## src/rtl/tmr16_pkg.sv

```systemverilog
package tmr16_pkg;
  typedef enum logic [1:0] {
    MODE_OFF,
    MODE_BAUD,
    MODE_CAPTURE,
    MODE_RELOAD
  } tmr_mode_e;

  function automatic tmr_mode_e pick_mode(logic run, logic baud, logic cap);
    if (!run)      return MODE_OFF;
    else if (baud) return MODE_BAUD;
    else if (cap)  return MODE_CAPTURE;
    else           return MODE_RELOAD;
  endfunction
endpackage

```

## src/rtl/tmr16_edge_smp.sv

```systemverilog
module tmr16_edge_smp (
  input  logic clk_i,
  input  logic rst_ni,
  input  logic tick_i,
  input  logic pin_i,
  output logic level_o,
  output logic fall_o
);
  logic sync1_q, sync2_q, last_q;

  always_ff @(posedge clk_i or negedge rst_ni) begin
    if (!rst_ni) begin
      sync1_q <= 1'b0;
      sync2_q <= 1'b0;
      last_q  <= 1'b0;
    end else begin
      sync1_q <= pin_i;
      sync2_q <= sync1_q;
      if (tick_i) last_q <= sync2_q;
    end
  end

  assign level_o = sync2_q;
  // high at previous tick, low at this tick
  assign fall_o  = tick_i & last_q & ~sync2_q;
endmodule

```

## src/rtl/tmr16_core.sv

```systemverilog
module tmr16_core
  import tmr16_pkg::*;
#(
  parameter int CNT_W  = 16,
  parameter int BYTE_W = 8,
  parameter int NBYTES = CNT_W / BYTE_W,
  parameter int SEL_W  = 3
) (
  input  logic              clk_i,
  input  logic              rst_ni,
  input  logic              tick_i,
  input  logic              cnt_fall_i,
  input  logic              trig_fall_i,
  input  logic              trig_lvl_i,
  input  logic              run_i,
  input  logic              ext_cnt_i,
  input  logic              cap_sel_i,
  input  logic              ext_en_i,
  input  logic              dn_en_i,
  input  logic              baud_i,
  input  logic              wr_en_i,
  input  logic [SEL_W-1:0]  wr_sel_i,
  input  logic [BYTE_W-1:0] wr_data_i,
  output logic [CNT_W-1:0]  count_o,
  output logic [CNT_W-1:0]  reload_o,
  output logic              ovf_o,
  output logic              ext_o,
  output logic              pulse_o
);
  localparam logic [CNT_W-1:0] ONES    = '1;
  localparam logic [SEL_W-1:0] SEL_FLG = SEL_W'(2 * NBYTES);

  logic [CNT_W-1:0] cnt_q, cnt_n, rld_q, rld_n;
  logic             ovf_q, ovf_n, ext_q, ext_n, pulse_q, pulse_n;
  logic             step, ovf_set, ext_set, ext_tgl, cnt_wr;
  tmr_mode_e        mode;

  assign mode = pick_mode(run_i, baud_i, cap_sel_i);
  assign step = ext_cnt_i ? cnt_fall_i : tick_i;

  always_comb begin
    cnt_n   = cnt_q;
    rld_n   = rld_q;
    ovf_set = 1'b0;
    ext_set = 1'b0;
    ext_tgl = 1'b0;
    pulse_n = 1'b0;
    unique case (mode)
      MODE_BAUD: begin
        if (step) begin
          if (cnt_q == ONES) begin
            cnt_n   = rld_q;
            pulse_n = 1'b1;
          end else cnt_n = cnt_q + 1'b1;
        end
      end
      MODE_CAPTURE: begin
        if (step) begin
          cnt_n = cnt_q + 1'b1;
          if (cnt_q == ONES) ovf_set = 1'b1;
        end
        if (ext_en_i && trig_fall_i) begin
          rld_n   = cnt_q;
          ext_set = 1'b1;
        end
      end
      MODE_RELOAD: begin
        if (dn_en_i) begin
          if (step) begin
            if (trig_lvl_i) begin
              if (cnt_q == ONES) begin
                cnt_n = rld_q; ovf_set = 1'b1; ext_tgl = 1'b1;
              end else cnt_n = cnt_q + 1'b1;
            end else begin
              if (cnt_q == rld_q) begin
                cnt_n = ONES; ovf_set = 1'b1; ext_tgl = 1'b1;
              end else cnt_n = cnt_q - 1'b1;
            end
          end
        end else if (ext_en_i && trig_fall_i) begin
          cnt_n   = rld_q;
          ext_set = 1'b1;
        end else if (step) begin
          if (cnt_q == ONES) begin
            cnt_n   = rld_q;
            ovf_set = 1'b1;
          end else cnt_n = cnt_q + 1'b1;
        end
      end
      default: ;
    endcase

    // software byte writes win over hardware updates
    cnt_wr = 1'b0;
    for (int b = 0; b < NBYTES; b++) begin
      if (wr_en_i && wr_sel_i == SEL_W'(b)) begin
        cnt_wr = 1'b1;
        cnt_n  = cnt_q;
      end
    end
    for (int b = 0; b < NBYTES; b++) begin
      if (wr_en_i && wr_sel_i == SEL_W'(b))
        cnt_n[b*BYTE_W +: BYTE_W] = wr_data_i;
      if (wr_en_i && wr_sel_i == SEL_W'(NBYTES + b))
        rld_n[b*BYTE_W +: BYTE_W] = wr_data_i;
    end
    if (cnt_wr) pulse_n = 1'b0;

    if (wr_en_i && wr_sel_i == SEL_FLG) begin
      ovf_n = wr_data_i[0];
      ext_n = wr_data_i[1];
    end else begin
      ovf_n = ovf_q | ovf_set;
      ext_n = ext_tgl ? ~ext_q : (ext_q | ext_set);
    end
  end

  always_ff @(posedge clk_i or negedge rst_ni) begin
    if (!rst_ni) begin
      cnt_q   <= '0;
      rld_q   <= '0;
      ovf_q   <= 1'b0;
      ext_q   <= 1'b0;
      pulse_q <= 1'b0;
    end else begin
      cnt_q   <= cnt_n;
      rld_q   <= rld_n;
      ovf_q   <= ovf_n;
      ext_q   <= ext_n;
      pulse_q <= pulse_n;
    end
  end

  assign count_o  = cnt_q;
  assign reload_o = rld_q;
  assign ovf_o    = ovf_q;
  assign ext_o    = ext_q;
  assign pulse_o  = pulse_q;
endmodule

```

## src/rtl/tmr16_cap_rld.sv

```systemverilog
module tmr16_cap_rld #(
  parameter int CNT_W  = 16,
  parameter int BYTE_W = 8,
  localparam int NBYTES = CNT_W / BYTE_W,
  localparam int SEL_W  = $clog2(2 * NBYTES + 1)
) (
  input  logic              clk_i,
  input  logic              rst_ni,
  input  logic              tick_i,
  input  logic              cnt_pin_i,
  input  logic              trig_pin_i,
  input  logic              run_i,
  input  logic              ext_cnt_i,
  input  logic              cap_sel_i,
  input  logic              ext_en_i,
  input  logic              dn_en_i,
  input  logic              rx_clk_en_i,
  input  logic              tx_clk_en_i,
  input  logic              wr_en_i,
  input  logic [SEL_W-1:0]  wr_sel_i,
  input  logic [BYTE_W-1:0] wr_data_i,
  output logic [CNT_W-1:0]  count_o,
  output logic [CNT_W-1:0]  reload_o,
  output logic              ovf_flag_o,
  output logic              ext_flag_o,
  output logic              baud_pulse_o
);
  localparam int NPIN = 2;

  logic [NPIN-1:0] pin_raw, pin_lvl, pin_fall;
  assign pin_raw = {trig_pin_i, cnt_pin_i};

  for (genvar i = 0; i < NPIN; i++) begin : g_smp
    tmr16_edge_smp u_smp (
      .clk_i  (clk_i),
      .rst_ni (rst_ni),
      .tick_i (tick_i),
      .pin_i  (pin_raw[i]),
      .level_o(pin_lvl[i]),
      .fall_o (pin_fall[i])
    );
  end

  logic unused_lvl;
  assign unused_lvl = pin_lvl[0];

  tmr16_core #(
    .CNT_W (CNT_W),
    .BYTE_W(BYTE_W),
    .NBYTES(NBYTES),
    .SEL_W (SEL_W)
  ) u_core (
    .clk_i      (clk_i),
    .rst_ni     (rst_ni),
    .tick_i     (tick_i),
    .cnt_fall_i (pin_fall[0]),
    .trig_fall_i(pin_fall[1]),
    .trig_lvl_i (pin_lvl[1]),
    .run_i      (run_i),
    .ext_cnt_i  (ext_cnt_i),
    .cap_sel_i  (cap_sel_i),
    .ext_en_i   (ext_en_i),
    .dn_en_i    (dn_en_i),
    .baud_i     (rx_clk_en_i | tx_clk_en_i),
    .wr_en_i    (wr_en_i),
    .wr_sel_i   (wr_sel_i),
    .wr_data_i  (wr_data_i),
    .count_o    (count_o),
    .reload_o   (reload_o),
    .ovf_o      (ovf_flag_o),
    .ext_o      (ext_flag_o),
    .pulse_o    (baud_pulse_o)
  );
endmodule

```

## config.mk

```make
export PLATFORM = sky130hd
export DESIGN_NAME = tmr16_cap_rld
export DESIGN_NICKNAME = d
export VERILOG_FILES = /design/src/rtl/tmr16_pkg.sv /design/src/rtl/tmr16_edge_smp.sv /design/src/rtl/tmr16_core.sv /design/src/rtl/tmr16_cap_rld.sv
export SDC_FILE = /design/constraint.sdc
export NUM_CORES = 1
export LEC_CHECK = 0
export ABC_CLOCK_PERIOD_IN_PS = 3100
export BUFFER_PORTS_ARGS = -buffer_cell sky130_fd_sc_hd__buf_2
export CORE_UTILIZATION = 55
export CTS_CLUSTER_SIZE = 12
export DETAILED_ROUTE_END_ITERATION = 7
export PLACE_DENSITY = 0.77
export SYNTH_ARGS = -nofsm -noshare
export SYNTH_HDL_FRONTEND = slang
export SYNTH_HIERARCHICAL = 1
export SYNTH_SLANG_ARGS = --single-unit
```

## constraint.sdc

```tcl
create_clock -name clk_i -period 3.1 [get_ports clk_i]
set_input_delay 0.155 -clock clk_i [delete_from_list [all_inputs] [get_ports clk_i]]
set_output_delay 0.155 -clock clk_i [all_outputs]
set_load 0.01 [all_outputs]
```

==> summary by stage <==
Run status
The run finished, with violations left. The final reports fail on hold timing.

Cells and area
The multi-input combinational cells in the finished layout cover a total of 0.00307 sq mm. The layout cell share with drive strength beyond 1 is 21.8%. The number of diodes added for antenna fixing is 0. The sequential cells in the finished layout cover a total of 0.00103 sq mm. At the end of the flow the core is filled with cells to 64.4%. The final layout contains 657 nets. The number of fillers in the final layout is 691. The signed area change from the synthesized netlist to the final layout is 14.2%.

Critical path
The critical path arrival is 3.18 ns. The end of the worst register-to-register path is u_core/count_o[12]. The data required time of the critical path is 3.30 ns. The category of the worst setup path launch point is a register. For this run, the slowest stage of the critical path takes 0.51 ns. Walking the worst path, the cells encountered are inv_1 -> ha_1 -> nor4b_1 -> nand3b_1 -> or4_1 -> xor2_1 -> a21oi_1 -> a211o_1 -> a221o_1. The largest individual stage delay along the critical path comes from the cell dfrtp_1. The launch instance of the worst register-to-register path is u_core/count_o[1]. Of all nets on the critical path, the largest fanout is 10. The worst setup path is captured at a register. The number of cells on the worst reg-to-reg path is 9. The reg2reg setup slack is 0.13 ns.

Together, buffers and inverters on the worst path number 1. In this design, the largest share of critical-path delay is due to simple AND/OR/NAND/NOR gates. The setup path with the least slack is of type register to register.

Yosys
The number of different library cells used by synthesis comes to 75. Counting flops with an async set or reset pin after synthesis yields a share of 100%. The synthesized design contains 0 enable-type register cells. Synthesis inferred 41 register bits. Counting every instance in the synthesized netlist gives 575.

The Yosys step of the flow raised 6 warnings. The number of nets in the synthesized netlist is 601. In the synthesized netlist the dominant register cell turns out to be dfrtp_1. The cell area after synthesis is 0.00434 sq mm. Each instance of the synthesized netlist takes up on average 7.54 sq um. The sequential fraction of the synthesis area is 23.7%.

Clocking
TritonCTS built the clock tree. The maximum buffer depth of the clock tree is 2. Counting every sink on the clock net gives 41. The H-tree was split into 2 levels. The root buffer selected by CTS is clkbuf_8. The clock latency on the worst-skew pair is 0.31 ns.

The clock transition at the register clock pins on the worst setup and hold paths after CTS is 0.09 ns. Buffers inserted during clock tree synthesis total 5.

STA
At the pin with the least slew margin, the transition time is 1.06 ns. Clock skew on the completed layout was measured at 0.0150 ns. Setup repair after global routing left no endpoint under its margin. The fmax is 336 MHz.

Headroom to the max-slew limit came out at 29.0%. The portion of the clock cycle consumed by the worst path in the final layout is 95.9%. The count of endpoints failing setup in the final report is 0. The final max-slew violation count is 0.

The worst hold slack across all endpoints is -0.00426 ns. The total negative setup slack is 0 ns. Subtracting the final worst setup slack from the clock period gives 2.97 ns. The final count of hold timing violations is 9.

Placed design
The placed wire-length estimate after detailed placement is 13000 microns. The final RePlAce weighted congestion is 1.05. Port buffering added 58 buffers.

Global route
The number of antenna violations at the first check in global routing is 0. The number of global-route vias before repair is 4955. The pin count of the biggest net entering global routing is 42. The aggregate global-route resource usage is 44.4%. The first global-routing pass estimated 27900 microns of wire. The overall overflow remaining after global route is 0.

Min path
The worst hold path belongs to the class input pin to async pin.

Floorplanning
The die covers 0.00825 sq mm. In this run the vertical extent of the chip is 90.8 microns. The total area inside the core boundary comes to 0.00769 sq mm. The top-level I/O count is 59. The starting utilization of the core area is 56.4%. The die is 90.8 microns wide.

The floorplan has 32 rows.

Detailed routing
The total wirelength of the detailed-routed design is 18100 microns. After detailed routing, the number of remaining DRC violations is 0. In this run the remaining antenna-violating nets after routing total 0. The number of DRC violations after detailed-routing iteration 0 is 794. Dividing the detail-routed via count by the number of cells gives 7.18. The via total after detailed routing is 5269. The first detailed-routing pass ran for 7 iterations. After detailed routing, the average wire length per cell comes to 24.7 microns.

Flow run
The max-capacitance violation count is 0.

Power and ir drop
For this design the static power due to leakage is 1.92 nW. IR analysis of the VDD net gives a maximum drop of 0.000287 V. The total power density per cell area is 517 mW/mm^2.
[per-layer routing]
layer  global-route usage (%)  routed length [microns]  vias up
met4                     24.5                     1090        0
li1                         -                        -     2253
met2                     63.8                     7480      458
met3                     11.3                     2610      108
met1                     60.4                     6970     2450
met5                        0                        0        -
[layout by cell type, fill, tap and decap left out, types with 4 or more instances in the layout]
cell type / synthesis / routed
a221oi_1: 4 / 4
nand4_1: 12 / 12
dfrtp_1: 41 / 41
xor2_1: 8 / 8
a31o_2: 5 / 5
clkbuf_8: 0 / 7
o211ai_1: 10 / 10
inv_1: 10 / 10
o221ai_1: 5 / 5
a21oi_1: 39 / 39
and2_1: 7 / 7
xnor2_1: 33 / 33
o21ai_0: 37 / 37
a2111oi_0: 4 / 4
nor3_1: 26 / 26
o21ai_1: 4 / 4
nand2_1: 55 / 55
or3_1: 4 / 4
a31oi_1: 6 / 6
buf_2: 7 / 58
nor4b_1: 4 / 4
mux2i_1: 23 / 22
nand3_1: 20 / 20
buf_4: 7 / 38
a211oi_1: 6 / 6
o31ai_1: 6 / 6
nor2_1: 59 / 58
nand2b_1: 6 / 6
o22ai_1: 7 / 7
and3_1: 8 / 8
[state kept, by name, summed over array words and instances (netlist names)]
name	flops
u_core/reload_o	16
g_smp.u_smp/sync1_q	2
u_core/pulse_o	1
u_core/ext_o	1
g_smp.u_smp/level_o	2
g_smp.u_smp/last_q	2
u_core/count_o	16
u_core/ovf_o	1
[repair_timing]
item,CTS,global route
hold endpoints to repair,2,0
hold buffers,2,0
resized for setup,0,3
setup buffers,0,0
endpoints found under the setup margin,0,3
[power breakdown]
group          switching, mW  internal (mW)  leakage [nW]  total (mW)
combinational          0.732          0.533          1.37        1.27
clock                  0.209          0.202        0.0542       0.411
sequential             0.248          0.639         0.494       0.887
total                   1.19           1.37          1.92        2.56
[final cells by class]
class	instances	share of cell area, %
Tap cell	102	2.58
Inverter	10	0.758
Multi-Input combinational cell	475	61.9
Clock buffer	7	1.94
Clock inverter	1	0.101
Timing Repair Buffer	98	12.0
Sequential cell	41	20.7
[kinds of logic after synthesis]
group / Yosys count / synth area share, %
mux: 27 / 6.52
buf+inv: 59 / 6.09
compound gates: 171 / 26.7
fa+ha+maj: 2 / 0.577
simple gates: 234 / 28.2
xor+xnor: 41 / 8.28
flops: 41 / 23.7
[synthesized netlist by cell type, types with 3 or more instances]
library cell | count | area share (%)
a2111oi_0 | 4 | 0.81
a211oi_1 | 6 | 1.0
a21oi_1 | 39 | 4.5
a221oi_1 | 4 | 0.81
a22oi_1 | 3 | 0.52
a311oi_1 | 4 | 0.81
a31o_2 | 5 | 1.0
a31oi_1 | 6 | 0.87
a32oi_1 | 3 | 0.61
a41oi_1 | 3 | 0.61
and2_1 | 7 | 1.0
and3_1 | 8 | 1.2
and4_1 | 3 | 0.61
buf_2 | 7 | 0.81
buf_4 | 7 | 1.2
clkbuf_1 | 32 | 2.8
dfrtp_1 | 41 | 24
inv_1 | 10 | 0.87
mux2i_1 | 23 | 5.3
nand2_1 | 55 | 4.8
nand2b_1 | 6 | 0.87
nand3_1 | 20 | 2.3
nand3_2 | 3 | 0.69
nand4_1 | 12 | 1.7
nor2_1 | 59 | 5.1
nor3_1 | 26 | 3.0
nor4_1 | 3 | 0.43
nor4b_1 | 4 | 0.81
o211ai_1 | 10 | 1.7
o21ai_0 | 37 | 4.3
o21ai_1 | 4 | 0.46
o221ai_1 | 5 | 1.0
o22ai_1 | 7 | 1.0
o311ai_0 | 3 | 0.61
o31ai_1 | 6 | 1.0
o41ai_1 | 3 | 0.61
or3_1 | 4 | 0.58
xnor2_1 | 33 | 6.7
xor2_1 | 8 | 1.6
[worst max path at each step]
stage	startpoint	endpoint	slack, ns	cells past startpoint
6_report	u_core/count_o[1]	u_core/count_o[12]	0.13	9
5_1_grt	u_core/count_o[1]	u_core/count_o[12]	0.06	9
4_1_cts	u_core/count_o[0]	u_core/count_o[0]	0.17	9
3_5_place_dp	u_core/count_o[0]	u_core/count_o[0]	0.20	9
3_3_place_gp	u_core/count_o[0]	u_core/count_o[0]	0.30	9
2_1_floorplan	u_core/count_o[0]	u_core/count_o[12]	0.50	10
[per-stage QoR]
stage | std cells | worst slack [ns] | hold WS (ns) | cell area [sq um] | total power [mW]
floorplan | 575 | 0.496 | -0.141 | 4340 | 1.67
global route | 734 | 0.0573 | 0.0775 | 4950 | 2.69
CTS | 734 | 0.174 | 0.0337 | 4950 | 2.52
global placement | 724 | 0.297 | 0.270 | 4830 | 2.08
finish | 734 | 0.126 | -0.00426 | 4950 | 2.56
detailed placement | 724 | 0.196 | 0.269 | 4830 | 2.10
(Power assumes the default switching activity.)
